$ cat config.mk
export PLATFORM = sky130hd
export DESIGN_NAME = mc_opstate_ctrl
export DESIGN_NICKNAME = d
export VERILOG_FILES = /design/src/rtl/mc_opstate_pkg.sv /design/src/rtl/mc_opstate_decode.sv /design/src/rtl/mc_opstate_dwell.sv /design/src/rtl/mc_opstate_ctrl.sv
export SDC_FILE = /design/constraint.sdc
export NUM_CORES = 1
export LEC_CHECK = 0
export BUFFER_PORTS_ARGS = -buffer_cell sky130_fd_sc_hd__buf_2
export CAP_MARGIN = 20
export CORE_AREA = 2 2 39 41
export CTS_CLUSTER_DIAMETER = 30
export DETAILED_ROUTE_END_ITERATION = 7
export DIE_AREA = 0 0 41 43
export MAX_ROUTING_LAYER = met4
export PLACE_DENSITY_LB_ADDON = 0.08
export REMOVE_ABC_BUFFERS = 1
export SLEW_MARGIN = 20
export SYNTH_ARGS = -nofsm -noshare
export SYNTH_HDL_FRONTEND = slang
export SYNTH_SLANG_ARGS = --single-unit
$ cat constraint.sdc
create_clock -name clk -period 1.7 [get_ports clk]
set_input_delay 0.34 -clock clk [delete_from_list [all_inputs] [get_ports clk]]
set_output_delay 0.34 -clock clk [all_outputs]
set_load 0.01 [all_outputs]
$ cat src/rtl/mc_opstate_pkg.sv
package mc_opstate_pkg;

   typedef enum logic [2:0] {
      ST_INIT    = 3'd0,
      ST_CFG     = 3'd1,
      ST_CFG_REQ = 3'd2,
      ST_ACC     = 3'd3,
      ST_ACC_REQ = 3'd4,
      ST_LP      = 3'd5,
      ST_LP_IN   = 3'd6,
      ST_LP_OUT  = 3'd7
   } opstate_e;

   localparam logic [2:0] RQ_INIT  = 3'd0;
   localparam logic [2:0] RQ_CFG   = 3'd1;
   localparam logic [2:0] RQ_GO    = 3'd2;
   localparam logic [2:0] RQ_SLEEP = 3'd3;
   localparam logic [2:0] RQ_WAKE  = 3'd4;

   function automatic logic is_transient(logic [2:0] s);
      return (s == ST_CFG_REQ) || (s == ST_ACC_REQ) ||
             (s == ST_LP_IN)   || (s == ST_LP_OUT);
   endfunction

   // settled state that a transient state resolves into
   function automatic opstate_e settle_target(opstate_e s);
      case (s)
         ST_CFG_REQ: return ST_CFG;
         ST_ACC_REQ: return ST_ACC;
         ST_LP_IN:   return ST_LP;
         ST_LP_OUT:  return ST_ACC;
         default:    return s;
      endcase
   endfunction

endpackage

$ cat src/rtl/mc_opstate_decode.sv
module mc_opstate_decode
   import mc_opstate_pkg::*;
(
   input  opstate_e   cur_st,
   input  logic       req_vld,
   input  logic [2:0] req_code,
   output logic       accept,
   output opstate_e   pend_st
);

   always_comb begin
      accept  = 1'b0;
      pend_st = cur_st;
      if (req_vld) begin
         unique case (cur_st)
            ST_INIT: if (req_code == RQ_CFG) begin
               accept  = 1'b1;
               pend_st = ST_CFG_REQ;
            end
            ST_CFG: if (req_code == RQ_GO) begin
               accept  = 1'b1;
               pend_st = ST_ACC_REQ;
            end
            ST_ACC: begin
               if (req_code == RQ_CFG) begin
                  accept  = 1'b1;
                  pend_st = ST_CFG_REQ;
               end else if (req_code == RQ_SLEEP) begin
                  accept  = 1'b1;
                  pend_st = ST_LP_IN;
               end
            end
            ST_LP: if (req_code == RQ_WAKE) begin
               accept  = 1'b1;
               pend_st = ST_LP_OUT;
            end
            default: ; // transient states drop every request
         endcase
      end
   end

endmodule

$ cat src/rtl/mc_opstate_dwell.sv
module mc_opstate_dwell #(
   parameter int DWELL  = 4,
   parameter bit USE_HS = 1'b1
) (
   input  logic clk,
   input  logic rst_n,
   input  logic start,
   input  logic active,
   input  logic hs_ready,
   output logic done
);

   localparam int CW = (DWELL > 1) ? $clog2(DWELL) : 1;
   localparam logic [CW-1:0] LAST = CW'(DWELL - 1);

   initial begin
      if (DWELL < 1) $error("mc_opstate_dwell: DWELL must be at least 1");
   end

   logic [CW-1:0] cnt;
   logic          at_last;

   assign at_last = (cnt == LAST);

   always_ff @(posedge clk or negedge rst_n) begin
      if (!rst_n)      cnt <= '0;
      else if (start)  cnt <= '0;
      else if (active) cnt <= cnt + 1'b1;
   end

   generate
      if (USE_HS) begin : g_hs
         assign done = active && (hs_ready || at_last);
      end else begin : g_timer
         logic unused_hs;
         assign unused_hs = hs_ready;
         assign done = active && at_last;
      end
   endgenerate

endmodule

$ cat src/rtl/mc_opstate_ctrl.sv
module mc_opstate_ctrl
   import mc_opstate_pkg::*;
#(
   parameter int DWELL  = 4,
   parameter bit USE_HS = 1'b1
) (
   input  logic       clk,
   input  logic       rst_n,
   input  logic       req_vld,
   input  logic [2:0] req_code,
   input  logic       hs_ready,
   output logic [2:0] stat_o
);

   opstate_e st, pend_st;
   logic     accept, in_flight, settle;

   assign in_flight = is_transient(st);

   mc_opstate_decode u_dec (
      .cur_st  (st),
      .req_vld (req_vld),
      .req_code(req_code),
      .accept  (accept),
      .pend_st (pend_st)
   );

   mc_opstate_dwell #(.DWELL(DWELL), .USE_HS(USE_HS)) u_dwell (
      .clk     (clk),
      .rst_n   (rst_n),
      .start   (accept),
      .active  (in_flight),
      .hs_ready(hs_ready),
      .done    (settle)
   );

   always_ff @(posedge clk or negedge rst_n) begin
      if (!rst_n)      st <= ST_INIT;
      else if (accept) st <= pend_st;
      else if (settle) st <= settle_target(st);
   end

   assign stat_o = st;

endmodule

==> flow_summary.json <==
{
  "status": "complete, no violations",
  "path_clk_slew_ns": 0.05,
  "drc": 0,
  "max_cap_violations": 0,
  "cp-end-kind": "flip-flop",
  "placedCellCount": 63,
  "finalWeightedCongestion": 0.751,
  "antenna_found_initial": 0,
  "cp_cell_sequence": "ha_1 -> or2_1 -> a22o_1 -> a221o_1",
  "yosys.area.top_type": "dfrtp_1",
  "grt.overflow.total": 0,
  "fin_crit_sh_pct": 87.3,
  "wl_per_cell_um": 12.4,
  "die_area_um2": 1760,
  "detail_route.vias_per_cell": 5.10,
  "cts_resized": 0,
  "hold_path.class": "input pin to asynchronous set/reset pin",
  "worstPathArrival_ns": 1.60,
  "vdd_drop_max_uv": 278,
  "dr.first_iter.drc_count": 1,
  "ant_nets": 0,
  "ys_warn_count": 0,
  "busiest_layer": "met2",
  "fin_nets": 61,
  "fp.dieH_um": 43,
  "fin_setup_tns_ns": 0,
  "initial_core_util_pct": 26.8,
  "final_area_um2": 473,
  "r2r-end": "stat_o[1]$_DFFE_PN0P_",
  "fill_cells": 147,
  "grt_pass1_wl_mm": 1.48,
  "cp.required_ns": 1.82,
  "place_area_um2": 437,
  "netlist_area_um2": 370,
  "p_leak_nw": 0.226,
  "num_vias": 347,
  "fp-row-count": 14,
  "num_io_pins": 10,
  "crit_fanout": 3,
  "netlist.area_leader.share_pct": 33.8,
  "syn_area_per_cell_um2": 9.50,
  "final_cell_mix": "buf_2, dfrtp_1, clkbuf_4",
  "clock-sinks": 5,
  "fmax_ghz": 0.673,
  "drive_above_1_share_pct": 30.8,
  "reg2reg_from": "u_dwell.cnt[0]$_DFFE_PN0P_",
  "final_common_cell": "buf_2",
  "clock_latency_ns": 0.24,
  "ys_seq_area_share_pct": 33.8,
  "htree_levels": 1,
  "grt_max_degree": 13,
  "wl_um": 846,
  "ys_ff_latch": 5,
  "grt_setup_unrepaired": "false",
  "root_buffer": "clkbuf_4",
  "relSlewSlack_pct": 69.1,
  "area_growth_pct": 27.7,
  "synthCells": 39,
  "ys_types": 28,
  "setup-violations-final": 0,
  "drt_pre_antenna_iters": 3,
  "hold_viol": 0,
  "startpoint_type": "flip-flop",
  "drv_slew": 0,
  "fp.dieW_um": 41,
  "rr_worst_depth": 4,
  "p_per_area_nw_per_um2": 1400,
  "layout_min_cycle_time_ns": 1.48,
  "core_um2": 1380,
  "n_antenna_cell": 0,
  "grt.met3_usage_pct": 3.14,
  "met1_usage_pct": 17.0,
  "slowest_stage": "dfrtp_1",
  "slowest_delay_ns": 0.37,
  "fin_cells": 68,
  "grt_pass1_vias": 330,
  "synthTopCellsByArea": "dfrtp_1, nor4bb_1, o211ai_1",
  "port_buffers": 9,
  "cts_tree": "done",
  "worst_slew_pin_slew_ns": 0.457,
  "startpoint": "u_dwell.cnt[0]$_DFFE_PN0P_",
  "r2r_slack_ns": 0.22,
  "grt_util_all_layers_pct": 12.6,
  "power_mw": 0.660,
  "clock_skew_ns": 0.00347,
  "clk_path_buf_depth": 2,
  "cts_buffers": 3,
  "use_met2_pct": 18.1,
  "critPathKind": "flip-flop to flip-flop"
}
## layout make-up
cell class	count	area (um2)	share of cell area [%]
Multi-Input combinational cell	29	224	47.4
Inverter	2	7.51	1.59
Tap cell	16	20.0	4.23
Sequential cell	5	125	26.5
Clock buffer	4	26.3	5.56
Timing Repair Buffer	12	70.1	14.8
## per-layer routing
layer | up-vias | part of all wire [%]
met2 | 9 | 47
met5 | - | 0
met1 | 159 | 46
met4 | 0 | 0.95
li1 | 177 | -
met3 | 2 | 6.5
## cells by family after synthesis
kind of cell               count (synthesis)  share of synthesized area [%]
adders and majority gates                  1                           3.38
xor gates and xnor gates                   1                           2.37
DFF                                        5                           33.8
AOI/OAI and AO/OA                         12                           26.3
and+or+nand+nor                           15                           28.4
buffers and inverters                      5                           5.74
## critical path: cells and delay by family (launching register included)
| kind | cells | cell delay [ns] |
|---|---|---|
| DFF | 1 | 0.37 |
| AOI/OAI and AO/OA | 2 | 0.52 |
| and+or+nand+nor | 1 | 0.26 |
| adders and majority gates | 1 | 0.21 |
## cells in the mapped netlist (all sizes together)
cell	n
dfrtp	5
buf	2
inv	2
nor2	2
nor4bb	2
o211ai	2
o21a	2
o31ai	2
or2	2
a21oi	1
a221o	1
a22o	1
and3	1
and4	1
and4b	1
clkbuf	1
ha	1
nand2b	1
nand4	1
nor2b	1
nor3	1
nor3b	1
nor4b	1
o221a	1
o22a	1
o31a	1
xnor2	1
## worst max-delay path by stage
stage	endpoint	slack, ns	cells past startpoint
after global placement	stat_o[1]$_DFFE_PN0P_	0.24	4
after global routing	u_dwell.cnt[1]$_DFFE_PN0P_	0.10	3
after detailed placement	stat_o[1]$_DFFE_PN0P_	0.22	4
final	stat_o[1]$_DFFE_PN0P_	0.22	4
after floorplan	stat_o[1]$_DFFE_PN0P_	0.28	4
after CTS	stat_o[1]$_DFFE_PN0P_	0.20	4
## state kept, by name (all words and copies together) (netlist names)
register	count
stat_o	3
u_dwell.cnt	2
## what timing repair did
item / 4_1_cts / 5_1_grt
endpoints found under the hold margin: 5 / 0
hold buffers: 1 / 0
buffers inserted: 0 / 0
## per-stage QoR
stage / setup slack [ns] / util [%] / hold slack [ns]
2_1_floorplan: 0.278 / - / 0.0444
3_3_place_gp: 0.243 / 31.6 / 0.159
3_5_place_dp: 0.217 / 31.6 / 0.160
4_1_cts: 0.201 / 34.2 / 0.454
5_1_grt: 0.101 / 34.2 / 0.443
6_report: 0.215 / 34.2 / 0.447
## power by group
group	internal (mW)	switching, mW	total (mW)
clock	0.0887	0.0484	0.137
combinational	0.150	0.140	0.290
sequential	0.169	0.0643	0.233
total	0.408	0.252	0.660
Note: power is estimated with default switching activity, not from simulation.
